**src/rtl/wstore_pkg.sv**
```systemverilog
package wstore_pkg;

    typedef enum logic [2:0] {
        ST_BOOT,
        ST_LOAD,
        ST_READY,
        ST_QUIET,
        ST_HOLD,
        ST_STORE,
        ST_DRAIN
    } wstore_state_t;

    localparam int SETTLE_CYC = 3;

endpackage

```
**src/rtl/wstore_sync.sv**
```systemverilog
module wstore_sync #(
    parameter int STAGES    = 2,
    parameter bit RESET_VAL = 1'b1
) (
    input  logic clk,
    input  logic rst_n,
    input  logic din,
    output logic dout
);
    logic [STAGES-1:0] chain_q;

    generate
        for (genvar g = 0; g < STAGES; g++) begin : g_stage
            if (g == 0) begin : g_first
                always_ff @(posedge clk or negedge rst_n) begin
                    if (!rst_n) chain_q[g] <= RESET_VAL;
                    else        chain_q[g] <= din;
                end
            end else begin : g_next
                always_ff @(posedge clk or negedge rst_n) begin
                    if (!rst_n) chain_q[g] <= RESET_VAL;
                    else        chain_q[g] <= chain_q[g-1];
                end
            end
        end
    endgenerate

    assign dout = chain_q[STAGES-1];
endmodule

```
**src/rtl/wstore_cell.sv**
```systemverilog
module wstore_cell #(
    parameter int W         = 5,
    parameter int WRITE_CYC = 20000
) (
    input  logic         clk,
    input  logic         cell_rst_n,
    input  logic         wr_req,
    input  logic [W-1:0] wr_data,
    output logic [W-1:0] data_q,
    output logic         valid_q,
    output logic         busy_q
);
    localparam int BW = $clog2(WRITE_CYC + 1);

    logic [BW-1:0] left_q;

    always_ff @(posedge clk or negedge cell_rst_n) begin
        if (!cell_rst_n) begin
            data_q  <= '0;
            valid_q <= 1'b0;
            busy_q  <= 1'b0;
            left_q  <= '0;
        end else if (wr_req) begin
            data_q  <= wr_data;
            valid_q <= 1'b1;
            busy_q  <= 1'b1;
            left_q  <= BW'(WRITE_CYC - 1);
        end else if (busy_q) begin
            if (left_q == '0) busy_q <= 1'b0;
            else              left_q <= left_q - BW'(1);
        end
    end
endmodule

```
**src/rtl/wstore_fsm.sv**
```systemverilog
module wstore_fsm
    import wstore_pkg::*;
#(
    parameter int W        = 5,
    parameter int DEB_CYC  = 15000,
    parameter int IDLE_CYC = 2000000
) (
    input  logic         clk,
    input  logic         rst_n,
    input  logic         pin_lvl,
    input  logic         btn_event,
    input  logic [W-1:0] wiper_pos,
    input  logic         cell_busy,
    input  logic         cell_valid,
    input  logic [W-1:0] cell_data,
    output logic         write_req,
    output logic         busy,
    output logic         ignore_btn,
    output logic         recall_load,
    output logic         auto_mode
);
    localparam int CMAX = (IDLE_CYC > DEB_CYC) ? IDLE_CYC : DEB_CYC;
    localparam int CW   = $clog2(CMAX + SETTLE_CYC + 1);

    wstore_state_t state_q;
    logic [CW-1:0] cnt_q;
    logic          mode_q;
    logic          same_pos;

    assign same_pos = cell_valid && (wiper_pos == cell_data);

    always_ff @(posedge clk or negedge rst_n) begin
        if (!rst_n) begin
            state_q <= ST_BOOT;
            cnt_q   <= '0;
            mode_q  <= 1'b0;
        end else begin
            unique case (state_q)
                ST_BOOT: begin
                    if (cnt_q == CW'(SETTLE_CYC - 1)) begin
                        mode_q  <= ~pin_lvl;
                        cnt_q   <= '0;
                        state_q <= ST_LOAD;
                    end else begin
                        cnt_q <= cnt_q + CW'(1);
                    end
                end
                ST_LOAD: state_q <= ST_READY;
                ST_READY: begin
                    cnt_q <= '0;
                    if (mode_q && btn_event)      state_q <= ST_QUIET;
                    else if (!mode_q && !pin_lvl) state_q <= ST_HOLD;
                end
                ST_QUIET: begin
                    if (btn_event) begin
                        cnt_q <= '0;
                    end else if (cnt_q == CW'(IDLE_CYC - 1)) begin
                        cnt_q   <= '0;
                        state_q <= same_pos ? ST_READY : ST_STORE;
                    end else begin
                        cnt_q <= cnt_q + CW'(1);
                    end
                end
                ST_HOLD: begin
                    if (pin_lvl) begin
                        cnt_q   <= '0;
                        state_q <= (cnt_q >= CW'(DEB_CYC)) ? ST_STORE : ST_READY;
                    end else if (cnt_q < CW'(DEB_CYC)) begin
                        cnt_q <= cnt_q + CW'(1);
                    end
                end
                ST_STORE: state_q <= ST_DRAIN;
                ST_DRAIN: if (!cell_busy) state_q <= ST_READY;
                default:  state_q <= ST_BOOT;
            endcase
        end
    end

    always_comb begin
        write_req   = (state_q == ST_STORE);
        busy        = (state_q == ST_STORE) || (state_q == ST_DRAIN);
        recall_load = (state_q == ST_LOAD);
        ignore_btn  = (state_q == ST_BOOT) || (state_q == ST_LOAD) || busy ||
                      (!mode_q && !pin_lvl);
        auto_mode   = mode_q;
    end
endmodule

```
**src/rtl/wiper_store_ctrl.sv**
```systemverilog
module wiper_store_ctrl #(
    parameter int W           = 5,
    parameter int SYNC_STAGES = 2,
    parameter int DEB_CYC     = 15000,
    parameter int IDLE_CYC    = 2000000,
    parameter int WRITE_CYC   = 20000
) (
    input  logic         clk,
    input  logic         rst_n,
    input  logic         cell_rst_n,
    input  logic         store_en_n,
    input  logic         btn_event,
    input  logic [W-1:0] wiper_pos,
    output logic         recall_load,
    output logic [W-1:0] recall_pos,
    output logic         nv_write_req,
    output logic         busy,
    output logic         ignore_btn,
    output logic         auto_mode
);
    localparam logic [W-1:0] MID_CODE = W'(1 << (W - 1));

    logic         pin_s;
    logic [W-1:0] cell_data;
    logic         cell_valid;
    logic         cell_busy;

    wstore_sync #(.STAGES(SYNC_STAGES), .RESET_VAL(1'b1)) i_sync (
        .clk  (clk),
        .rst_n(rst_n),
        .din  (store_en_n),
        .dout (pin_s)
    );

    wstore_fsm #(.W(W), .DEB_CYC(DEB_CYC), .IDLE_CYC(IDLE_CYC)) i_fsm (
        .clk        (clk),
        .rst_n      (rst_n),
        .pin_lvl    (pin_s),
        .btn_event  (btn_event),
        .wiper_pos  (wiper_pos),
        .cell_busy  (cell_busy),
        .cell_valid (cell_valid),
        .cell_data  (cell_data),
        .write_req  (nv_write_req),
        .busy       (busy),
        .ignore_btn (ignore_btn),
        .recall_load(recall_load),
        .auto_mode  (auto_mode)
    );

    wstore_cell #(.W(W), .WRITE_CYC(WRITE_CYC)) i_cell (
        .clk       (clk),
        .cell_rst_n(cell_rst_n),
        .wr_req    (nv_write_req),
        .wr_data   (wiper_pos),
        .data_q    (cell_data),
        .valid_q   (cell_valid),
        .busy_q    (cell_busy)
    );

    assign recall_pos = cell_valid ? cell_data : MID_CODE;
endmodule

```
**config.mk**
```make
export PLATFORM = sky130hd
export DESIGN_NAME = wiper_store_ctrl
export DESIGN_NICKNAME = d
export VERILOG_FILES = /design/src/rtl/wstore_pkg.sv /design/src/rtl/wstore_sync.sv /design/src/rtl/wstore_cell.sv /design/src/rtl/wstore_fsm.sv /design/src/rtl/wiper_store_ctrl.sv
export SDC_FILE = /design/constraint.sdc
export NUM_CORES = 1
export LEC_CHECK = 0
export CAP_MARGIN = 10
export CORE_MARGIN = 2
export CORE_UTILIZATION = 63
export CTS_CLUSTER_DIAMETER = 100
export CTS_CLUSTER_SIZE = 14
export DETAILED_ROUTE_END_ITERATION = 12
export GPL_TIMING_DRIVEN = 0
export PLACE_DENSITY = 0.85
export SKIP_LAST_GASP = 1
export SLEW_MARGIN = 20
export SYNTH_ARGS = -nofsm -noshare
export SYNTH_HDL_FRONTEND = slang
export SYNTH_SLANG_ARGS = --single-unit
```
**constraint.sdc**
```tcl
create_clock -name clk -period 6.05 [get_ports clk]
set_input_delay 1.21 -clock clk [delete_from_list [all_inputs] [get_ports clk]]
set_output_delay 1.21 -clock clk [all_outputs]
set_load 0.05 [all_outputs]
```
==> results.cfg <==
[outcome]
run_status = complete, no violations

[drt]
drc = 0
vias = 2516
drt-pass1-iter-count = 5
wirelength_um = 6364
wl_per_cell_um = 15.71
dr.first_iter.drc_count = 195
vias_per_cell = 6.212
ant_nets = 0

[worst_setup_path]
crit_start = i_fsm.state_q[0]
timing.rr.start = i_fsm.cnt_q[3]
critPathBufInv = 5
crit_type = flip-flop to output port
critPathMaxStageDelay_ns = 0.89
cp.arrival_ns = 2.91
cp.required_ns = 4.84
critPathLaunchType = flip-flop
cp_max_fo = 10
crit_chain = clkbuf_1 > inv_1 > nor2_1 > nand2_1 > inv_1 > clkbuf_1 > clkdlybuf4s50_1
cp-end-kind = output port
cp_top_family = buffers and inverters
critPathSlowestCell = clkdlybuf4s50_1

[synth]
syn_inst = 326
yosys.cell_count.top_type = dfrtp_1
synth_common_cells = dfrtp_1 (47), nand2_1 (42), nor2_1 (29), nand3_1 (26), o21ai_0 (17)
synth_top_area_cell = dfrtp_1
synth_nets = 340
yosysUniqueCellTypes = 52
ys.flop_type = dfrtp_1
synthTopCellsByArea = dfrtp_1 (41%), nand2_1 (5.5%), a22o_1 (4.6%), nand3_1 (4.5%), nor2_1 (3.8%)
async_reset_ff_share_pct = 100.0
syn-cell-area_um2 = 2873
ys_ff_latch = 49
avgSynthCellArea_um2 = 8.812
yosys_warnings = 0
synth.top_cell.area_share_pct = 40.94
synth-edff-count = 0
yosysSeqAreaShare_pct = 42.77

[die]
initial_core_util_pct = 65.53
die_y_um = 71.53
rows = 24
ioPinCount = 20
dieArea_um2 = 5116
die_w_um = 71.53
coreArea_um2 = 4384

[timing]
fin_ws_ns = 1.926
finClkSkew_ns = 0.01408
slew_headroom_pct = 57.99
setup_viol = 0
drv_slew = 0
fmax_mhz = 242.5
finalCriticalPeriod_ns = 4.124
hold_ws_ns = 0.3636
hold_viol_final = 0
period_share_pct = 68.17
setup_tns_ns = 0
tightest_slew_ns = 0.6301
rsz0062_at_grt = false

[clock_network]
cts_root_buf = clkbuf_8
postCtsHoldBufs = 0
path_clk_slew_ns = 0.08
clkLatencyLatePin_ns = 0.31
cts_made_buffers = 5
cts_resized = 0
cts_tree = built
clock-sinks = 49
clock_path_buffers = 2
ctsHtreeMaxLevel = 2
postCtsSetupRepairBufs = 0

[global_route]
grt_max_degree = 28
grt_pass1_wl_um = 10800
antenna_found_initial = 0
track_usage_pct = 26.57
grt_pass1_vias = 2405
grt_overflow = 0

[finish]
num_antenna_cells = 0
final_cells = 405
area_delta_synth_final_pct = 12.72
design_area_um2 = 3238
nets = 366
drive_gt1_share_pct = 7.932

[place]
routabilityCongestion = 0.8470
placed_cell_area_um2 = 3123
port_buffers = 19
dp_hpwl_um = 4478
dp_slack_ns = 2.282
post-place-cells = 397

[pwr]
power_leakage_uw = 0.001343
powerDensity_nw_per_um2 = 475.2
ir_worst_vdd_v = 0.0003012

[hold_path]
hp-start = i_sync.chain_q[0]
hold_class = flip-flop to flip-flop

[job]
drv_cap = 0
==> per-stage QoR <==
step,power (uW),utilization [%]
2_1_floorplan,1089,-
3_3_place_gp,1263,71.35
6_report,1539,73.86
5_1_grt,1646,73.86
4_1_cts,1537,73.97
3_5_place_dp,1289,71.23
==> state kept, by name, indices dropped and copies added (netlist names), 3 cells and up <==
signal         flops
i_cell.data_q      5
i_fsm.state_q      3
i_cell.left_q     15
i_fsm.cnt_q       21
==> worst paths after layout <==
check,endpoint,slack [ns],depth (start not counted)
worst max-delay path,nv_write_req,1.93,7
worst min-delay path,i_sync.dout,0.36,0
worst max register to register,i_fsm.cnt_q[17],3.49,7
worst min register to register,i_sync.dout,0.36,0
max in group asynchronous,i_fsm.auto_mode,4.72,1
min in group asynchronous,i_cell.busy_q,0.85,1
==> logic make-up (layout without fill, tap and decap cells) <==
family / Yosys count / after routing / share of synthesized area, %
buf+inv: 19 / 46 / 2.874
compound gates: 75 / 75 / 19.30
xor+xnor: 11 / 11 / 3.354
fa+ha+maj: 4 / 4 / 1.742
simple gates: 168 / 168 / 29.96
flops: 49 / 49 / 42.77
==> worst register-to-register path, cell delays in order (launching register included) <==
cell and delay, ns:
dfrtp_1 0.46, a2111oi_2 0.39, o21bai_1 0.14, a41oi_2 0.32, o21a_1 0.29, clkbuf_1 0.41, o21ai_0 0.18, a22o_1 0.26
==> metal layers <==
layer	track usage, %	share of wire (%)
met1	34.11	45
met2	45.06	50
met3	4.360	4.0
met4	10.48	1.5
met5	0	0
==> power breakdown <==
| group | switching [uW] | internal (uW) |
|---|---|---|
| registers | 125 | 439 |
| clock network | 111 | 135 |
| logic | 449 | 280 |
| total | 686 | 853 |
==> layout make-up <==
cell class,count,area [um^2]
Multi-Input combinational cell,258,1562
Sequential cell,49,1229
Fill cell,323,1146
Timing Repair Buffer,19,180.2
Clock buffer,6,82.58
Tap cell,52,65.06
Buffer,11,52.55
Clock inverter,2,37.54
Inverter,8,30.03
==> cell usage in the layout, fill, tap and decap left out, types with 5 or more instances in the layout <==
cell	count
dfrtp_1	47
nand2_1	42
nor2_1	29
nand3_1	26
o21ai_0	17
clkdlybuf4s50_1	17
a22o_1	15
nor3_1	13
a21oi_1	10
inv_1	8
and2_1	8
nor4_1	8
clkbuf_1	6
and3_1	6
xor2_1	6
a21o_1	6
clkbuf_8	6
nand2b_1	5
xnor2_1	5
buf_2	5
nand4_1	5
or4_1	5
(Power assumes the default switching activity.)
